===== config.mk =====
export PLATFORM = sky130hd
export DESIGN_NAME = pll_lock_monitor
export DESIGN_NICKNAME = d
export VERILOG_FILES = /design/src/rtl/pll_lock_monitor.sv
export SDC_FILE = /design/constraint.sdc
export NUM_CORES = 1
export LEC_CHECK = 0
export CORE_ASPECT_RATIO = 0.75
export CORE_UTILIZATION = 49
export DETAILED_ROUTE_END_ITERATION = 12
export PLACE_DENSITY_LB_ADDON = 0.15
export SYNTH_ARGS = -nofsm -noshare
export SYNTH_HDL_FRONTEND = slang
export SYNTH_SLANG_ARGS = --single-unit

===== constraint.sdc =====
create_clock -name clk -period 3.95 [get_ports clk]
set_clock_uncertainty 0.2 [all_clocks]
set_input_delay 0.395 -clock clk [delete_from_list [all_inputs] [get_ports clk]]
set_output_delay 0.395 -clock clk [all_outputs]
set_load 0.05 [all_outputs]

===== src/rtl/pll_lock_monitor.sv =====
module pll_lock_monitor #(
  parameter int NUM_LOCK = 2,
  parameter int CNT_W    = 16
) (
  input  logic                clk,
  input  logic                rst_n,
  input  logic [NUM_LOCK-1:0] lock_raw,
  input  logic                rd_stb,
  output logic                locked,
  output logic                rd_valid,
  output logic                rd_locked,
  output logic [CNT_W-1:0]    rd_count
);
  localparam logic [CNT_W-1:0] CNT_MAX = '1;
  localparam logic [CNT_W-1:0] CNT_ONE = CNT_W'(1);

  logic [NUM_LOCK-1:0] meta, stab, prev;
  logic [CNT_W-1:0]    cnt;
  logic                drop;

  assign drop   = |(prev & ~stab);
  assign locked = &stab;

  always_ff @(posedge clk) begin
    if (!rst_n) begin
      meta <= '0;
      stab <= '0;
      prev <= '0;
    end else begin
      meta <= lock_raw;
      stab <= meta;
      prev <= stab;
    end
  end

  always_ff @(posedge clk) begin
    if (!rst_n) begin
      cnt       <= '0;
      rd_valid  <= 1'b0;
      rd_locked <= 1'b0;
      rd_count  <= '0;
    end else begin
      rd_valid <= rd_stb;
      if (rd_stb) begin
        rd_locked <= locked;
        rd_count  <= cnt;
        cnt       <= drop ? CNT_ONE : '0;
      end else if (drop && cnt != CNT_MAX) begin
        cnt <= cnt + CNT_ONE;
      end
    end
  end


  locked_rise_chk: assert property (@(posedge clk) disable iff (!rst_n)
    $rose(locked) |-> &$past(lock_raw, 2));

  read_pulse_chk: assert property (@(posedge clk) disable iff (!rst_n)
    rd_stb |=> rd_valid && rd_count == $past(cnt));

  read_clear_chk: assert property (@(posedge clk) disable iff (!rst_n)
    rd_stb |=> cnt <= CNT_ONE);

  no_wrap_chk: assert property (@(posedge clk) disable iff (!rst_n)
    (!rd_stb && cnt == CNT_MAX) |=> cnt == CNT_MAX);

  no_loss_chk: assert property (@(posedge clk) disable iff (!rst_n)
    !rd_stb |=> cnt >= $past(cnt));

  reset_idle_chk: assert property (@(posedge clk)
    !rst_n |=> cnt == '0 && !rd_valid);
endmodule


== After elaboration in Yosys (flattened, before gate mapping) ==
Index checks and enable logic that the tools add are counted.
Word-level totals
  flip-flop bits (word level): 40
  input port bits: 5
  output and inout port bits: 19
  logic and storage cells: 18
Cells by class
  add/subtract/negate cells: 1
  equality and inequality tests: 1
  mux-type cells: 3
  bitwise gates (word level): 2
  reductions and logical operators: 4
Operators by type and width (count)
  2-to-1 mux 16 bit: 2
  adder 16 x 1 -> 16 bit (second input constant): 1
  != test 16 bit (second input constant): 1
  AND 2 bit: 1
  NOT 2 bit: 1
  AND reduction 2 bit: 1
  nonzero test 2 bit: 1
  OR reduction 2 bit: 1
  logical AND 1 bit: 1
  2-to-1 mux 1 bit: 1

== Logic depth before layout (Yosys ltp) ==
Gate-level depths: netlist of run 1.
  depth in word-level cells: 6
  mapped depth: 6
  depth with buffers taken out: 5

== Worst setup path before layout of run 1 ==
Ideal clock, no wire load.
  path kind: reg-to-reg
  from: reg cnt[0]
  to: reg cnt[13]
  setup time: 129 ps
  data arrival time: 1579 ps
  path slack: 2042 ps
  cell stages (with the launch flop): 7
  buffers on the path: 1
  clock period less this slack: 1908 ps
  path through: dfxtp_1 -> ha_1 -> nand4_1 -> nor4_1 -> buf_4 -> nor4_1 -> mux2i_1
On the way
  cells in the longest elaborated chain, start to end: 3
  elaborated cells between the ends (all ways): 6
Ends and longest elaborated chain
  from (decl): RTL line 18  | logic [CNT_W-1:0] cnt;
  from (signal assigned): RTL line 47  | cnt <= drop ? CNT_ONE : '0;
  from (signal assigned): RTL line 49  | cnt <= cnt + CNT_ONE;
  adder 16 x 1 -> 16 bit or != test 16 bit (tied branches): RTL line 49, 48
  2-to-1 mux 16 bit or logical AND 1 bit (tied branches): RTL line 48  | end else if (drop && cnt != CNT_MAX) begin
  2-to-1 mux 16 bit or nonzero test 2 bit (tied branches)
Parallel ways exist; a longest one is shown, timed or not. The select of a mux whose other input is x is not followed.
A chain may end at the register's enable or synchronous reset.

== Worst setup path after layout of run 1 ==
  from: reg cnt[0]
  to: reg cnt[0]
Same word-level chain as after synthesis.

==> impl_metrics.py, run 1 <==
metrics = {
    "global_route": {
        "combined_global_route_utilization_of_all_metal_layers_pct": 22.6,
        "grt_pass1_vias": 1329,
        "use_met2_pct": 36.5,
        "grt_pass1_wl_mm": 6.35,
        "antenna_found_initial": 0,
        "gr-max-usage-layer": "met2",
        "pin_count_of_the_biggest_net_entering_global_routing": 23,
        "grtUsageMet3_pct": 7.05,
        "globalRouteOverflowTotal": 0,
        "grt.met1_usage_pct": 29.3,
    },
    "synthesis": {
        "synth_area_leader_cell": "sky130_fd_sc_hd__dfxtp_1",
        "yosys_warns": 0,
        "syn-cell-area_um2": 1700,
        "seq_area_frac_synth_pct": 47.2,
        "syn_nets": 186,
        "synth_cell_type_count": 37,
        "synth_compound_area_share_pct": 10.6,
        "synth_adder_area_share_pct": 0.737,
        "synthCells": 180,
        "synthSimpleGateAreaFrac_pct": 27.6,
        "flip_flop_and_latch_count_after_synthesis": 40,
        "synthTopCellsByArea": "sky130_fd_sc_hd__dfxtp_1, sky130_fd_sc_hd__mux2i_1, sky130_fd_sc_hd__nor2_1, sky130_fd_sc_hd__a21oi_1, sky130_fd_sc_hd__o31ai_1",
        "syn-mean-instance-area_um2": 9.43,
        "combinational_family_with_the_most_area_after_synthesis": "simple AND/OR/NAND/NOR gates",
        "synth.top_cell.area_share_pct": 47.2,
        "post_synth_xor_area_fraction_pct": 0,
        "synth.mux.area_fraction_pct": 11.8,
    },
    "critical_path": {
        "required_time_of_the_critical_path_ps": 3970,
        "timing_worst_setup_path_type": "flip-flop to flip-flop",
        "cpMaxStageDelayCell": "sky130_fd_sc_hd__nor4_1",
        "regToRegSetupSlack_ps": 1370,
        "critPathLaunchType": "flip-flop",
        "critPathCaptureType": "flip-flop",
        "timing.critical_path.fanout_max": 8,
        "timing.critical_path.cells": "ha_1 -> nand4_1 -> nor4_1 -> buf_4 -> o21ai_0 -> a31oi_1",
        "worst-endpoint-arrival_ps": 2600,
        "worst_path_largest_cell_delay_ps": 910,
    },
    "routing": {
        "detailroute.via_count": 1445,
        "route.detailed.drc": 0,
        "vias_per_cell": 5.80,
        "detail-route-antenna-nets": 0,
        "wire_per_inst_um": 15.2,
        "drt_first_iter_violations": 72,
        "final_routed_wirelength_across_all_metal_layers_mm": 3.78,
        "length_of_the_first_detailed_routing_pass_in_iterations": 4,
    },
    "clock_tree": {
        "clk_pin_slew_ps": 70,
        "post_cts_resize_count": 0,
        "cts.sink_count": 40,
        "cts-buffers-inserted": 5,
        "cts_buffer_depth": 2,
        "hold_fix_buffer_count_after_cts": 0,
        "postCtsSetupBuffers": 0,
        "clock_latency_ps": 290,
        "cts.root.buffer_cell": "sky130_fd_sc_hd__clkbuf_8",
        "cts.htree.levels": 2,
        "cts_tree": "yes",
    },
    "timing": {
        "report.final.hold_viol_count": 0,
        "timing.max_slew.rel_slack_pct": 30.2,
        "finalSetupViolCount": 0,
        "fmax_mhz": 388,
        "fin_crit_sh_pct": 65.3,
        "totalNegativeSetupSlack_ps": 0,
        "report.final.slew_viol_count": 0,
        "grt_setup_unrepaired": "no",
        "final.min_clock_period_ps": 2580,
        "hold-worst-slack_ps": 239,
        "worstMarginPinSlew_ps": 1040,
        "final_worst_setup_slack_ps": 1370,
    },
    "placement": {
        "port-buffer-count": 23,
        "hpwlAfterDp_mm": 2.65,
        "placed_cell_area_um2": 1970,
        "pre_cts_ws_ps": 1420,
        "gp_congestion": 0.874,
    },
    "floorplan": {
        "die_area_um2": 3710,
        "die_width_um": 70.0,
        "ios": 24,
        "die_height_um": 53.0,
        "rows": 18,
        "starting_utilization_of_the_core_area_pct": 51.6,
        "core_area_um2": 3290,
    },
    "power": {
        "power_w": 0.000721,
        "power.clock.fraction_pct": 38.2,
        "combinationalPowerShare_pct": 5.0,
        "sw_frac_of_total_pct": 21.7,
        "cell_internal_pwr_w": 0.000564,
        "power_frac_seq_pct": 56.8,
        "pwr_density_cell_nw_per_um2": 349,
        "p_leak_nw": 0.749,
        "worst_ir_drop_vdd_uv": 325,
        "net_sw_power_w": 0.000157,
    },
    "cells_and_area": {
        "final_layout_size_suffix_gt1_share_pct": 7.66,
        "sequential_cell_area_um2": 801,
        "multi_input_logic_area_um2": 862,
        "fillerInstances": 301,
        "number_of_diodes_added_for_antenna_fixing": 0,
        "layout.cells.most_common": "sky130_fd_sc_hd__dfxtp_1",
        "layout-area-overhead-vs-synth_pct": 21.5,
        "post-route-cell-area_um2": 2060,
        "commonest_non_fill_non_tap_cells_in_the_layout": "sky130_fd_sc_hd__dfxtp_1, sky130_fd_sc_hd__clkdlybuf4s50_1, sky130_fd_sc_hd__mux2i_1, sky130_fd_sc_hd__nor2_1, sky130_fd_sc_hd__nand2_1",
        "numnets_final": 214,
    },
    "worst_hold_path": {
        "holdCritPathClass": "flip-flop to flip-flop",
    },
    "outcome": {
        "run_status": "finished clean",
    },
    "run": {
        "max_cap_violations": 0,
    },
}
==> cells in the mapped netlist <==
library cell and instances:
sky130_fd_sc_hd__or3_1 2, sky130_fd_sc_hd__a31oi_1 1, sky130_fd_sc_hd__or4_4 1, sky130_fd_sc_hd__o41ai_1 1
sky130_fd_sc_hd__nor2b_1 1, sky130_fd_sc_hd__dlygate4sd1_1 1, sky130_fd_sc_hd__ha_1 1, sky130_fd_sc_hd__nand2b_1 3
sky130_fd_sc_hd__buf_1 2, sky130_fd_sc_hd__o31ai_1 8, sky130_fd_sc_hd__a21oi_1 12, sky130_fd_sc_hd__nand4_4 1
sky130_fd_sc_hd__mux2i_1 20, sky130_fd_sc_hd__o21ai_0 3, sky130_fd_sc_hd__nor3_1 2, sky130_fd_sc_hd__and3_1 1
sky130_fd_sc_hd__nor4_1 2, sky130_fd_sc_hd__or2_2 3, sky130_fd_sc_hd__buf_4 1, sky130_fd_sc_hd__clkbuf_1 1
sky130_fd_sc_hd__a211o_1 1, sky130_fd_sc_hd__or4_1 7, sky130_fd_sc_hd__clkinv_1 1, sky130_fd_sc_hd__nand4_1 4
sky130_fd_sc_hd__a211oi_1 1, sky130_fd_sc_hd__o21ai_1 1, sky130_fd_sc_hd__and4_1 3, sky130_fd_sc_hd__and4_2 1
sky130_fd_sc_hd__nor2_1 20, sky130_fd_sc_hd__inv_1 1, sky130_fd_sc_hd__or4_2 1, sky130_fd_sc_hd__nand2_1 13
sky130_fd_sc_hd__and2_1 8, sky130_fd_sc_hd__dfxtp_1 40, sky130_fd_sc_hd__nand3_1 8, sky130_fd_sc_hd__and2b_1 2
sky130_fd_sc_hd__o311ai_0 1
==> registers in the layout (all words and copies together) (netlist names) <==
signal	cells
prev	2
cnt	16
rd_count	16
meta	2
rd_valid	1
rd_locked	1
stab	2
==> stage by stage <==
step                      instances  utilization (%)
after floorplan                 180                -
after global placement          241             60.0
after detailed placement        241             60.0
after CTS                       249             62.7
after global routing            249             62.7
final                           249             62.7
==> per-layer routing <==
| layer | up-vias | part of all wire, % |
|---|---|---|
| li1 | 721 | - |
| met1 | 680 | 48 |
| met2 | 40 | 45 |
| met3 | 4 | 5.3 |
| met4 | 0 | 0.90 |
| met5 | - | 0 |
==> final cells by class <==
type | instances | area share, %
timing repair buffer | 26 | 12.2
sequential | 40 | 38.8
tap | 40 | 2.43
multi-input combinational | 133 | 41.8
inverter | 2 | 0.364
clock buffer | 8 | 4.37
==> worst paths after layout <==
path,cells past startpoint,to,start
hold / removal,1,stab[0]$_SDFF_PN0_,meta[0]$_SDFF_PN0_
setup reg to reg,6,cnt[0]$_SDFFE_PN0P_,cnt[0]$_SDFFE_PN0P_
setup / recovery,6,cnt[0]$_SDFFE_PN0P_,cnt[0]$_SDFFE_PN0P_
hold reg to reg,1,stab[0]$_SDFF_PN0_,meta[0]$_SDFF_PN0_
==> critical path, delay by kind of cell, from the launching register on <==
kind / cells / cell delay (ps)
compound gates: 2 / 320
fa+ha+maj: 1 / 230
buf+inv: 1 / 290
flops: 1 / 400
simple gates: 2 / 1050
==> cells by family after synthesis <==
group,Yosys count
compound gates,29
flops,40
mux,20
simple gates,83
fa+ha+maj,1
buf+inv,7
==> power by group through the flow <==
| stage | combinational, W | sequential [W] | clock (W) |
|---|---|---|---|
| after floorplan | 0.0000207 | 0.000421 | 0 |
| after global placement | 0.0000353 | 0.000418 | 0 |
| after detailed placement | 0.0000359 | 0.000419 | 0 |
| after CTS | 0.0000361 | 0.000409 | 0.000284 |
| after global routing | 0.0000392 | 0.000410 | 0.000301 |
| final | 0.0000360 | 0.000409 | 0.000276 |
Note: power is estimated with default switching activity, not from simulation.
==> inputs of run 2 (changes only) <==
- CORE_UTILIZATION: 49 -> 48
- clock period: 3.95 -> 2.3 ns (I/O delays scaled with it)
==> impl_metrics.py, run 2 (synthesized netlist as in run 1, its figures left out) <==
metrics = {
    "run": {
        "max_cap_violations": 0,
    },
    "cells_and_area": {
        "layout-area-overhead-vs-synth_pct": 24.9,
        "largestRegisters": "cnt x16, rd_count x16",
        "sequential_cell_area_um2": 801,
        "fillerInstances": 280,
        "multi_input_logic_area_um2": 868,
        "layout.core_utilization_pct": 63.6,
        "final_layout_size_suffix_gt1_share_pct": 9.95,
        "commonest_non_fill_non_tap_cells_in_the_layout": "sky130_fd_sc_hd__dfxtp_1, sky130_fd_sc_hd__clkdlybuf4s50_1, sky130_fd_sc_hd__mux2i_1, sky130_fd_sc_hd__nor2_1, sky130_fd_sc_hd__nand2_1",
        "layout.cells.most_common": "sky130_fd_sc_hd__dfxtp_1",
        "post-route-cell-area_um2": 2120,
        "numnets_final": 216,
        "non_filler_cells_in_the_finished_layout": 251,
        "number_of_diodes_added_for_antenna_fixing": 0,
    },
    "timing": {
        "report.final.slew_viol_count": 0,
        "finalSetupViolCount": 0,
        "worstMarginPinSlew_ps": 559,
        "final_worst_setup_slack_ps": 164,
        "grt_setup_unrepaired": "no",
        "totalNegativeSetupSlack_ps": 0,
        "fin_crit_sh_pct": 92.9,
        "fmax_mhz": 468,
        "final.min_clock_period_ps": 2140,
        "report.final.hold_viol_count": 0,
        "timing.max_slew.rel_slack_pct": 62.5,
    },
    "power": {
        "worst_ir_drop_vdd_uv": 395,
        "p_leak_nw": 0.778,
        "sw_frac_of_total_pct": 20.1,
        "power.clock.fraction_pct": 44.7,
        "cell_internal_pwr_w": 0.00111,
        "net_sw_power_w": 0.000279,
        "combinationalPowerShare_pct": 4.6,
        "pwr_density_cell_nw_per_um2": 654,
        "power_frac_seq_pct": 50.6,
    },
    "outcome": {
        "violations": "design-rule violations",
        "run_status": "finished, violations left",
    },
    "floorplan": {
        "rows": 18,
        "core_area_um2": 3330,
        "die_width_um": 70.7,
        "starting_utilization_of_the_core_area_pct": 50.9,
        "die_height_um": 53.5,
        "ios": 24,
        "die_area_um2": 3780,
    },
    "routing": {
        "length_of_the_first_detailed_routing_pass_in_iterations": 8,
        "wire_per_inst_um": 16.0,
        "detailroute.via_count": 1494,
        "detail-route-antenna-nets": 0,
        "route.detailed.drc": 2,
        "drt_first_iter_violations": 74,
        "final_routed_wirelength_across_all_metal_layers_mm": 4.01,
        "vias_per_cell": 5.95,
    },
    "placement": {
        "pre_cts_ws_ps": 206,
        "hpwlAfterDp_mm": 2.75,
        "placed_cell_area_um2": 1990,
        "dp_cells": 243,
        "gp_congestion": 0.911,
        "port-buffer-count": 23,
    },
    "worst_hold_path": {
        "holdCritPathClass": "flip-flop to flip-flop",
    },
    "global_route": {
        "pin_count_of_the_biggest_net_entering_global_routing": 22,
        "globalRouteOverflowTotal": 0,
        "antenna_found_initial": 0,
        "combined_global_route_utilization_of_all_metal_layers_pct": 22.4,
        "grt_pass1_vias": 1388,
        "grt_pass1_wl_mm": 6.32,
    },
    "critical_path": {
        "critPathLaunchType": "flip-flop",
        "worst-endpoint-arrival_ps": 2150,
        "timing.critical_path.fanout_max": 9,
        "critPathCaptureType": "flip-flop",
        "timing_worst_setup_path_type": "flip-flop to flip-flop",
        "required_time_of_the_critical_path_ps": 2310,
    },
    "clock_tree": {
        "cts.sink_count": 40,
        "cts.htree.levels": 2,
        "clk_pin_slew_ps": 80,
        "hold_fix_buffer_count_after_cts": 0,
        "post_cts_resize_count": 0,
        "postCtsSetupBuffers": 0,
        "cts_buffer_depth": 2,
        "cts.root.buffer_cell": "sky130_fd_sc_hd__clkbuf_8",
        "cts_tree": "yes",
        "cts-buffers-inserted": 5,
        "clock_latency_ps": 290,
    },
}
==> run 2: cell count changes in the layout (fill, tap and decap cells not counted), sizes merged <==
cell,delta
clkbuf,-1
buf,+2
bufinv,+1
==> run 2: final timing paths <==
check	startpoint	end	slack [ps]	depth (start not counted)
setup / recovery	cnt[0]$_SDFFE_PN0P_	cnt[14]$_SDFFE_PN0P_	160	5
hold / removal	meta[1]$_SDFF_PN0_	stab[1]$_SDFF_PN0_	230	1
setup reg to reg	cnt[0]$_SDFFE_PN0P_	cnt[14]$_SDFFE_PN0P_	160	5
hold reg to reg	meta[1]$_SDFF_PN0_	stab[1]$_SDFF_PN0_	230	1
==> run 2: final cells by class <==
type	instances	share of cell area, %
Multi-Input combinational cell	133	40.9
Sequential cell	40	37.8
Timing Repair Buffer	28	12.6
Clock buffer	7	4.54
Tap cell	40	2.36
Clock inverter	1	1.42
Inverter	2	0.354
==> run 2: routing by layer <==
layer | track usage [%] | part of all wire [%] | routed length, um | vias to the layer above
li1 | - | - | - | 716
met1 | 26.0 | 44 | 1750 | 714
met2 | 40.5 | 48 | 1940 | 57
met3 | 6.29 | 6.7 | 269 | 7
met4 | 8.00 | 1.0 | 41 | 0
met5 | 0 | 0 | 0 | -
==> run 2: stage by stage <==
step	total power [W]	hold slack, ps
6_report	0.00139	235
3_3_place_gp	0.000780	215
3_5_place_dp	0.000783	219
2_1_floorplan	0.000759	152
5_1_grt	0.00142	257
4_1_cts	0.00139	237
==> run 2: worst max-delay path, stage by stage, from the launching register on <==
cell and delay, ps:
sky130_fd_sc_hd__dfxtp_1 400, sky130_fd_sc_hd__ha_1 250, sky130_fd_sc_hd__and4_1 230, sky130_fd_sc_hd__o21ai_1 210, sky130_fd_sc_hd__or4_1 570, sky130_fd_sc_hd__a21oi_1 200
==> run 2: power by group through the flow <==
stage	logic (W)	registers (W)	clock network, W
after floorplan	0.0000355	0.000723	0
after global placement	0.0000620	0.000718	0
after detailed placement	0.0000640	0.000719	0
after CTS	0.0000645	0.000702	0.000626
after global routing	0.0000689	0.000703	0.000650
final	0.0000644	0.000702	0.000620
